## config.mk

```make
export PLATFORM = sky130hd
export DESIGN_NAME = trap_seq
export DESIGN_NICKNAME = d
export VERILOG_FILES = /design/src/rtl/trap_seq_pkg.sv /design/src/rtl/trap_seq_arb.sv /design/src/rtl/trap_seq_fsm.sv /design/src/rtl/trap_seq.sv
export SDC_FILE = /design/constraint.sdc
export NUM_CORES = 1
export LEC_CHECK = 0
export CORE_AREA = 4 4 143 145
export DETAILED_ROUTE_END_ITERATION = 8
export DIE_AREA = 0 0 147 149
export DONT_BUFFER_PORTS = 1
export PLACE_DENSITY = 0.71
export SYNTH_ARGS = -nofsm -noshare
export SYNTH_HDL_FRONTEND = slang
export SYNTH_SLANG_ARGS = --single-unit
```

## constraint.sdc

```tcl
create_clock -name clk -period 7.65 [get_ports clk]
set_input_delay 1.53 -clock clk [delete_from_list [all_inputs] [get_ports clk]]
set_output_delay 1.53 -clock clk [all_outputs]
set_load 0.05 [all_outputs]
```

## src/rtl/trap_seq_pkg.sv

```systemverilog
package trap_seq_pkg;

    typedef enum logic [2:0] {
        K_NONE,
        K_ILL,
        K_TRAP,
        K_IRQ,
        K_RET
    } kind_e;

    typedef enum logic [2:0] {
        S_IDLE,
        S_VEC_PC,
        S_VEC_PSW,
        S_PUSH_PSW,
        S_PUSH_PC,
        S_POP_PC,
        S_POP_PSW
    } seq_e;

endpackage

```

## src/rtl/trap_seq_arb.sv

```systemverilog
module trap_seq_arb
    import trap_seq_pkg::*;
(
    input  logic  clk,
    input  logic  rst_n,
    input  logic  boundary,
    input  logic  busy,
    input  logic  ill_req,
    input  logic  trap_req,
    input  logic  ret_req,
    input  logic  irq,
    input  logic  irq_en,
    output logic  start,
    output kind_e kind
);

    typedef struct packed {
        logic pend;
    } arb_t;

    arb_t arb_d, arb_q;

    always_comb begin
        arb_d = arb_q;
        kind  = K_NONE;
        if (boundary && !busy) begin
            if (ill_req)                   kind = K_ILL;
            else if (trap_req)             kind = K_TRAP;
            else if (arb_q.pend && irq_en) kind = K_IRQ;
            else if (ret_req)              kind = K_RET;
        end
        start = (kind != K_NONE);
        arb_d.pend = (arb_q.pend && (kind != K_IRQ)) || irq;
    end

    always_ff @(posedge clk) begin
        if (!rst_n) arb_q <= '0;
        else        arb_q <= arb_d;
    end

    // a masked request survives until it is enabled
    p_pend_hold_r10: assert property (@(posedge clk) disable iff (!rst_n)
        (arb_q.pend && !irq_en) |=> arb_q.pend);

endmodule

```

## src/rtl/trap_seq_fsm.sv

```systemverilog
module trap_seq_fsm
    import trap_seq_pkg::*;
#(
    parameter int             W        = 16,
    parameter logic [W-1:0]   VEC_ILL  = 16'h0010,
    parameter logic [W-1:0]   VEC_TRAP = 16'h0020,
    parameter logic [W-1:0]   VEC_IRQ  = 16'h0030
) (
    input  logic                 clk,
    input  logic                 rst_n,
    input  logic                 start,
    input  kind_e                kind,
    input  logic [W-1:0]         pc,
    input  logic [W-1:0]         psw,
    input  logic [4*W-1:0]       sp_flat,
    input  logic                 mem_ack,
    input  logic [W-1:0]         mem_rdata,
    output logic                 mem_req,
    output logic                 mem_we,
    output logic [W-1:0]         mem_addr,
    output logic [W-1:0]         mem_wdata,
    output logic                 busy,
    output logic                 commit_en,
    output logic [W-1:0]         commit_pc,
    output logic [W-1:0]         commit_psw,
    output logic [1:0]           commit_mode,
    output logic [W-1:0]         commit_sp
);

    localparam int MW = 2;
    localparam int CUR_LO = W - MW;
    localparam int PRV_LO = W - 2 * MW;
    localparam logic [W-1:0] TWO  = W'(2);
    localparam logic [W-1:0] FOUR = W'(4);

    typedef struct packed {
        seq_e          st;
        logic [W-1:0]  hold_pc;
        logic [W-1:0]  hold_psw;
        logic [W-1:0]  new_pc;
        logic [W-1:0]  new_psw;
        logic [W-1:0]  base;
        logic [W-1:0]  vec;
        logic [MW-1:0] smode;
    } fsm_t;

    fsm_t fsm_d, fsm_q;

    function automatic logic [W-1:0] sp_of(input logic [4*W-1:0] flat, input logic [MW-1:0] m);
        return flat[int'(m)*W +: W];
    endfunction

    always_comb begin
        fsm_d       = fsm_q;
        mem_req     = 1'b0;
        mem_we      = 1'b0;
        mem_addr    = '0;
        mem_wdata   = '0;
        commit_en   = 1'b0;
        commit_pc   = fsm_q.new_pc;
        commit_psw  = fsm_q.new_psw;
        commit_mode = fsm_q.smode;
        commit_sp   = fsm_q.base;
        case (fsm_q.st)
            S_IDLE: begin
                if (start) begin
                    fsm_d.hold_pc  = pc;
                    fsm_d.hold_psw = psw;
                    fsm_d.smode    = psw[W-1:CUR_LO];
                    fsm_d.base     = sp_of(sp_flat, psw[W-1:CUR_LO]);
                    case (kind)
                        K_ILL:   fsm_d.vec = VEC_ILL;
                        K_TRAP:  fsm_d.vec = VEC_TRAP;
                        default: fsm_d.vec = VEC_IRQ;
                    endcase
                    fsm_d.st = (kind == K_RET) ? S_POP_PC : S_VEC_PC;
                end
            end
            S_VEC_PC: begin
                mem_req  = 1'b1;
                mem_addr = fsm_q.vec;
                if (mem_ack) begin
                    fsm_d.new_pc = mem_rdata;
                    fsm_d.st     = S_VEC_PSW;
                end
            end
            S_VEC_PSW: begin
                mem_req  = 1'b1;
                mem_addr = fsm_q.vec + TWO;
                if (mem_ack) begin
                    fsm_d.new_psw = {mem_rdata[W-1:CUR_LO], fsm_q.hold_psw[W-1:CUR_LO],
                                     mem_rdata[PRV_LO-1:0]};
                    fsm_d.smode   = mem_rdata[W-1:CUR_LO];
                    fsm_d.base    = sp_of(sp_flat, mem_rdata[W-1:CUR_LO]);
                    fsm_d.st      = S_PUSH_PSW;
                end
            end
            S_PUSH_PSW: begin
                mem_req   = 1'b1;
                mem_we    = 1'b1;
                mem_addr  = fsm_q.base - TWO;
                mem_wdata = fsm_q.hold_psw;
                if (mem_ack) fsm_d.st = S_PUSH_PC;
            end
            S_PUSH_PC: begin
                mem_req   = 1'b1;
                mem_we    = 1'b1;
                mem_addr  = fsm_q.base - FOUR;
                mem_wdata = fsm_q.hold_pc;
                if (mem_ack) begin
                    commit_en = 1'b1;
                    commit_sp = fsm_q.base - FOUR;
                    fsm_d.st  = S_IDLE;
                end
            end
            S_POP_PC: begin
                mem_req  = 1'b1;
                mem_addr = fsm_q.base;
                if (mem_ack) begin
                    fsm_d.new_pc = mem_rdata;
                    fsm_d.st     = S_POP_PSW;
                end
            end
            S_POP_PSW: begin
                mem_req  = 1'b1;
                mem_addr = fsm_q.base + TWO;
                if (mem_ack) begin
                    commit_en  = 1'b1;
                    commit_psw = mem_rdata;
                    commit_sp  = fsm_q.base + FOUR;
                    fsm_d.st   = S_IDLE;
                end
            end
            default: fsm_d.st = S_IDLE;
        endcase
        busy = (fsm_q.st != S_IDLE);
    end

    always_ff @(posedge clk) begin
        if (!rst_n) fsm_q <= '0;
        else        fsm_q <= fsm_d;
    end

    // no memory traffic outside a sequence
    p_quiet_idle_r9: assert property (@(posedge clk) disable iff (!rst_n)
        !busy |-> !mem_req);

endmodule

```

## src/rtl/trap_seq.sv

```systemverilog
module trap_seq
    import trap_seq_pkg::*;
#(
    parameter int           W        = 16,
    parameter int           IE_BIT   = 7,
    parameter logic [W-1:0] RST_PC   = 16'h0200,
    parameter logic [W-1:0] VEC_ILL  = 16'h0010,
    parameter logic [W-1:0] VEC_TRAP = 16'h0020,
    parameter logic [W-1:0] VEC_IRQ  = 16'h0030
) (
    input  logic             clk,
    input  logic             rst_n,
    input  logic             boundary,
    input  logic             ill_req,
    input  logic             trap_req,
    input  logic             ret_req,
    input  logic             irq,
    input  logic             ld_en,
    input  logic [2:0]       ld_sel,
    input  logic [W-1:0]     ld_val,
    output logic             mem_req,
    output logic             mem_we,
    output logic [W-1:0]     mem_addr,
    output logic [W-1:0]     mem_wdata,
    input  logic [W-1:0]     mem_rdata,
    input  logic             mem_ack,
    output logic             busy,
    output logic [W-1:0]     pc,
    output logic [W-1:0]     psw,
    output logic [4*W-1:0]   sp_flat
);

    localparam int NMODE = 4;

    typedef struct packed {
        logic [W-1:0]             pc;
        logic [W-1:0]             psw;
        logic [NMODE-1:0][W-1:0]  sp;
    } arch_t;

    arch_t        arch_d, arch_q;
    logic         start_w;
    kind_e        kind_w;
    logic         commit_en;
    logic [W-1:0] commit_pc, commit_psw, commit_sp;
    logic [1:0]   commit_mode;

    trap_seq_arb u_arb (
        .clk      (clk),
        .rst_n    (rst_n),
        .boundary (boundary),
        .busy     (busy),
        .ill_req  (ill_req),
        .trap_req (trap_req),
        .ret_req  (ret_req),
        .irq      (irq),
        .irq_en   (arch_q.psw[IE_BIT]),
        .start    (start_w),
        .kind     (kind_w)
    );

    trap_seq_fsm #(
        .W        (W),
        .VEC_ILL  (VEC_ILL),
        .VEC_TRAP (VEC_TRAP),
        .VEC_IRQ  (VEC_IRQ)
    ) u_fsm (
        .clk         (clk),
        .rst_n       (rst_n),
        .start       (start_w),
        .kind        (kind_w),
        .pc          (arch_q.pc),
        .psw         (arch_q.psw),
        .sp_flat     (arch_q.sp),
        .mem_ack     (mem_ack),
        .mem_rdata   (mem_rdata),
        .mem_req     (mem_req),
        .mem_we      (mem_we),
        .mem_addr    (mem_addr),
        .mem_wdata   (mem_wdata),
        .busy        (busy),
        .commit_en   (commit_en),
        .commit_pc   (commit_pc),
        .commit_psw  (commit_psw),
        .commit_mode (commit_mode),
        .commit_sp   (commit_sp)
    );

    always_comb begin
        arch_d = arch_q;
        if (commit_en) begin
            arch_d.pc              = commit_pc;
            arch_d.psw             = commit_psw;
            arch_d.sp[commit_mode] = commit_sp;
        end else if (ld_en && !busy && !start_w) begin
            if (ld_sel[2])            arch_d.sp[ld_sel[1:0]] = ld_val;
            else if (ld_sel == 3'd0)  arch_d.pc  = ld_val;
            else if (ld_sel == 3'd1)  arch_d.psw = ld_val;
        end
    end

    always_ff @(posedge clk) begin
        if (!rst_n) begin
            arch_q     <= '0;
            arch_q.pc  <= RST_PC;
        end else begin
            arch_q <= arch_d;
        end
    end

    assign pc      = arch_q.pc;
    assign psw     = arch_q.psw;
    assign sp_flat = arch_q.sp;

    // architectural state frozen until the commit edge
    p_atomic_r7: assert property (@(posedge clk) disable iff (!rst_n)
        (busy && !commit_en) |=> ($stable(pc) && $stable(psw) && $stable(sp_flat)));

    // request held steady until acknowledged
    p_req_hold_r9: assert property (@(posedge clk) disable iff (!rst_n)
        (mem_req && !mem_ack) |=> (mem_req && $stable(mem_addr) && $stable(mem_we)
                                   && $stable(mem_wdata)));

    // nothing starts off an instruction boundary
    p_no_start_r8: assert property (@(posedge clk) disable iff (!rst_n)
        (!boundary && !busy) |=> !busy);

endmodule

```

==> results.json <==
{
  "multi_input_area_sq_mm": 0.00604,
  "crit_slowest_cell": "dfxtp_1",
  "rr_startpoint": "u_fsm.fsm_q[100]$_SDFFE_PN0P_",
  "cts_root_buf": "clkbuf_16",
  "post_drt_wl_per_cell_um": 23.1,
  "syn_nets": 1300,
  "ys_ff_latch": 184,
  "final_cell_mix": "nand2_1 (213), dfxtp_1 (182), nor2_1 (141)",
  "finalSetupViolCount": 0,
  "holdWs_ps": 454,
  "row_count": 51,
  "cts.sinks": 184,
  "postPlaceCellArea_sq_mm": 0.0103,
  "synth-main-ff-cell": "dfxtp_1",
  "grt_pass1_vias": 8829,
  "p_switching_uw": 817,
  "crit_chain": "nor2b_1 -> and2_1 -> inv_1 -> fa_1 -> a211oi_1 -> o21bai_1 -> a21boi_0 -> o211ai_1 -> and3_1 -> or3_1 -> o21ai_1",
  "clk_latency_ps": 430,
  "syn_avg_cell_area_sq_um": 8.21,
  "port_buffers": 0,
  "slowest_delay_ps": 870,
  "start_kind": "register",
  "netlist_area_sq_mm": 0.0102,
  "start_util_pct": 52.9,
  "regArea_sq_mm": 0.00369,
  "crit_buf_inv": 1,
  "die_y_um": 149,
  "leakage_uw": 0.00391,
  "syn_to_final_growth_pct": 7.22,
  "n_fill_cell": 1757,
  "hpwl_mm": 22.5,
  "r2r_cells": 9,
  "hp-start": "u_fsm.fsm_q[72]$_SDFFE_PN0P_",
  "ff2ff_setup_slack_ps": 3350,
  "syn_inst": 1238,
  "max_freq_mhz": 150,
  "postCtsSetupBuffers": 0,
  "drt_pass1_iterations": 7,
  "cts_buffers": 17,
  "required_ps": 6120,
  "ys_types": 63,
  "layout_commonest_cell": "nand2_1",
  "design_area_sq_mm": 0.0109,
  "vias": 9422,
  "yosysSeqAreaShare_pct": 36.3,
  "clkPwrFrac_pct": 35.7,
  "clock_path_buffers": 2,
  "grt_overflow": 0,
  "ctsResizeCount": 0,
  "drt.antenna.violating_nets": 0,
  "min_path_cells": 2,
  "n_antenna_cell": 0,
  "ys_async_sr_fraction_pct": 0,
  "cp_max_fo": 25,
  "synth_edf_count": 0,
  "status": "finished, final reports clean",
  "slew_violations": 0,
  "antenna_found_initial": 0,
  "core_sq_mm": 0.0192,
  "drv_cap": 0,
  "p_seq_share_pct": 43.9,
  "hold_violations": 0,
  "die_width_um": 147,
  "worstHoldEndpoint": "u_fsm.fsm_q[72]$_SDFFE_PN0P_",
  "fin_crit_ps": 6670,
  "cp.arrival_ps": 5140,
  "tightest_slew_ps": 1090,
  "wirelength_mm": 33.6,
  "finClkSkew_ps": 12.5,
  "drc_errors": 0,
  "tns_ps": 0,
  "slew-limit-headroom_pct": 28.3,
  "layout.nets": 1241,
  "finalCritPeriodShare_pct": 87.2,
  "vias_per_cell": 6.47,
  "reg2reg_to": "sp_flat[17]$_SDFFE_PN0P_",
  "clkTransAtPathRegs_ps": 70,
  "htreeDepth": 4,
  "path_delay_family": "simple AND/OR/NAND/NOR gates",
  "p_sw_share_pct": 32.3,
  "comb_power_share_pct": 20.4,
  "p_int_uw": 1710,
  "grt_max_degree": 93,
  "drt_iter0_drc": 1019,
  "cp-end-kind": "output port",
  "drive_gt1_share_pct": 8.72,
  "die_area_sq_mm": 0.0219,
  "peakVddDrop_v": 0.000181,
  "powerDensity_mw_per_mm2": 232,
  "path_class": "reg2out",
  "cts_tree": "yes",
  "cts_hold_buf": 0,
  "yosys_warnings": 0,
  "ios": 175,
  "hold_path_class": "reg2reg",
  "grt_pass1_wl_mm": 51.2,
  "rsz0062_at_grt": "no",
  "gp_congestion": 0.887,
  "grt.total_usage_pct": 29.9
}
worst register-to-register path, stage by stage, from the launching register on:
cell and delay [ps]:
dfxtp_1 870, nor2b_1 710, nand2_1 120, buf_4 300
nor3b_2 860, nor2_1 140, a21oi_2 490, buf_4 360
nor2_1 80, a211oi_1 260
kinds of logic (layout without fill, tap and decap cells):
group,count (synthesis),after routing,synth area share [%]
mux,65,65,10.4
compound gates,384,384,25.0
xor+xnor,39,39,3.36
buf+inv,112,66,4.41
fa+ha+maj,18,18,2.29
simple gates,436,436,18.3
flops,184,184,36.3
through the flow:
step           power, uW  util, %  std cells  worst slack, ps
5_1_grt             2630     56.7       1457              657
3_3_place_gp        1630     53.6       1425             1630
3_5_place_dp        1640     53.6       1425             1560
6_report            2530     56.7       1457              978
2_1_floorplan       1520        -       1238             2230
4_1_cts             2530     56.7       1457             1070
worst max-delay path by stage:
stage	startpoint	end	slack, ps	cells past startpoint
3_3_place_gp	u_fsm.fsm_q[100]$_SDFFE_PN0P_	mem_addr[13]	1630	11
4_1_cts	u_fsm.fsm_q[100]$_SDFFE_PN0P_	mem_addr[13]	1070	11
6_report	u_fsm.fsm_q[100]$_SDFFE_PN0P_	mem_addr[13]	980	11
2_1_floorplan	u_fsm.fsm_q[99]$_SDFFE_PN0P_	mem_addr[13]	2230	13
5_1_grt	u_fsm.fsm_q[100]$_SDFFE_PN0P_	mem_addr[13]	660	11
3_5_place_dp	u_fsm.fsm_q[100]$_SDFFE_PN0P_	mem_addr[13]	1560	11
sequential cells by signal, summed over array words and instances (netlist names):
name and flops:
u_fsm.fsm_q 69, sp_flat 64, pc 16, psw 16
u_fsm.commit_pc 16, u_fsm.commit_mode 2, u_arb.arb_q 1
power groups by stage:
stage / logic [uW] / registers, uW / clock network (uW)
global route: 562 / 1110 / 956
detailed placement: 506 / 1130 / 0
CTS: 510 / 1110 / 914
floorplan: 433 / 1080 / 0
finish: 516 / 1110 / 905
global placement: 502 / 1130 / 0
layout make-up:
class | count | area share (%)
flip-flops and latches | 184 | 33.8
repair buffers | 25 | 1.72
inverters | 9 | 0.333
clock buffers | 23 | 4.57
multi-input cells | 942 | 55.5
clock inverters | 9 | 0.999
well taps | 265 | 3.04
metal layers:
| metal | up-vias | track usage [%] | wire [um] |
|---|---|---|---|
| met5 | - | 0 | 0 |
| met4 | 0 | 9.60 | 995 |
| met3 | 76 | 10.1 | 3780 |
| met2 | 527 | 49.4 | 15800 |
| met1 | 4457 | 37.0 | 13100 |
| li1 | 4362 | - | - |
cells in the mapped netlist, drive strengths merged (3+ instances only):
cell type	count	share of area, %
and3	6	0.37
clkbuf	88	3.3
a21o	5	0.37
dfxtp	184	36
o22ai	18	1.1
or3	7	0.43
nor4	7	0.58
nor2	143	5.3
o211a	22	2.2
nand2	213	7.9
nand3	11	0.54
o21ai	36	1.8
o21a	7	0.52
xnor2	20	1.7
a211oi	39	2.9
a22o	19	1.6
a31oi	5	0.31
nand4	7	0.43
a221oi	11	0.95
nand3b	6	0.44
nor2b	3	0.18
nor3	13	0.79
and2	4	0.25
buf	15	0.83
a22oi	50	3.7
xor2	19	1.6
a2bb2oi	3	0.26
a32o	3	0.30
a21boi	11	0.81
a21oi	138	6.8
inv	8	0.30
mux4	32	7.1
ha	17	2.1
a311oi	3	0.26
nand2b	9	0.55
mux2i	32	3.2
Note: power is estimated with default switching activity, not from simulation.
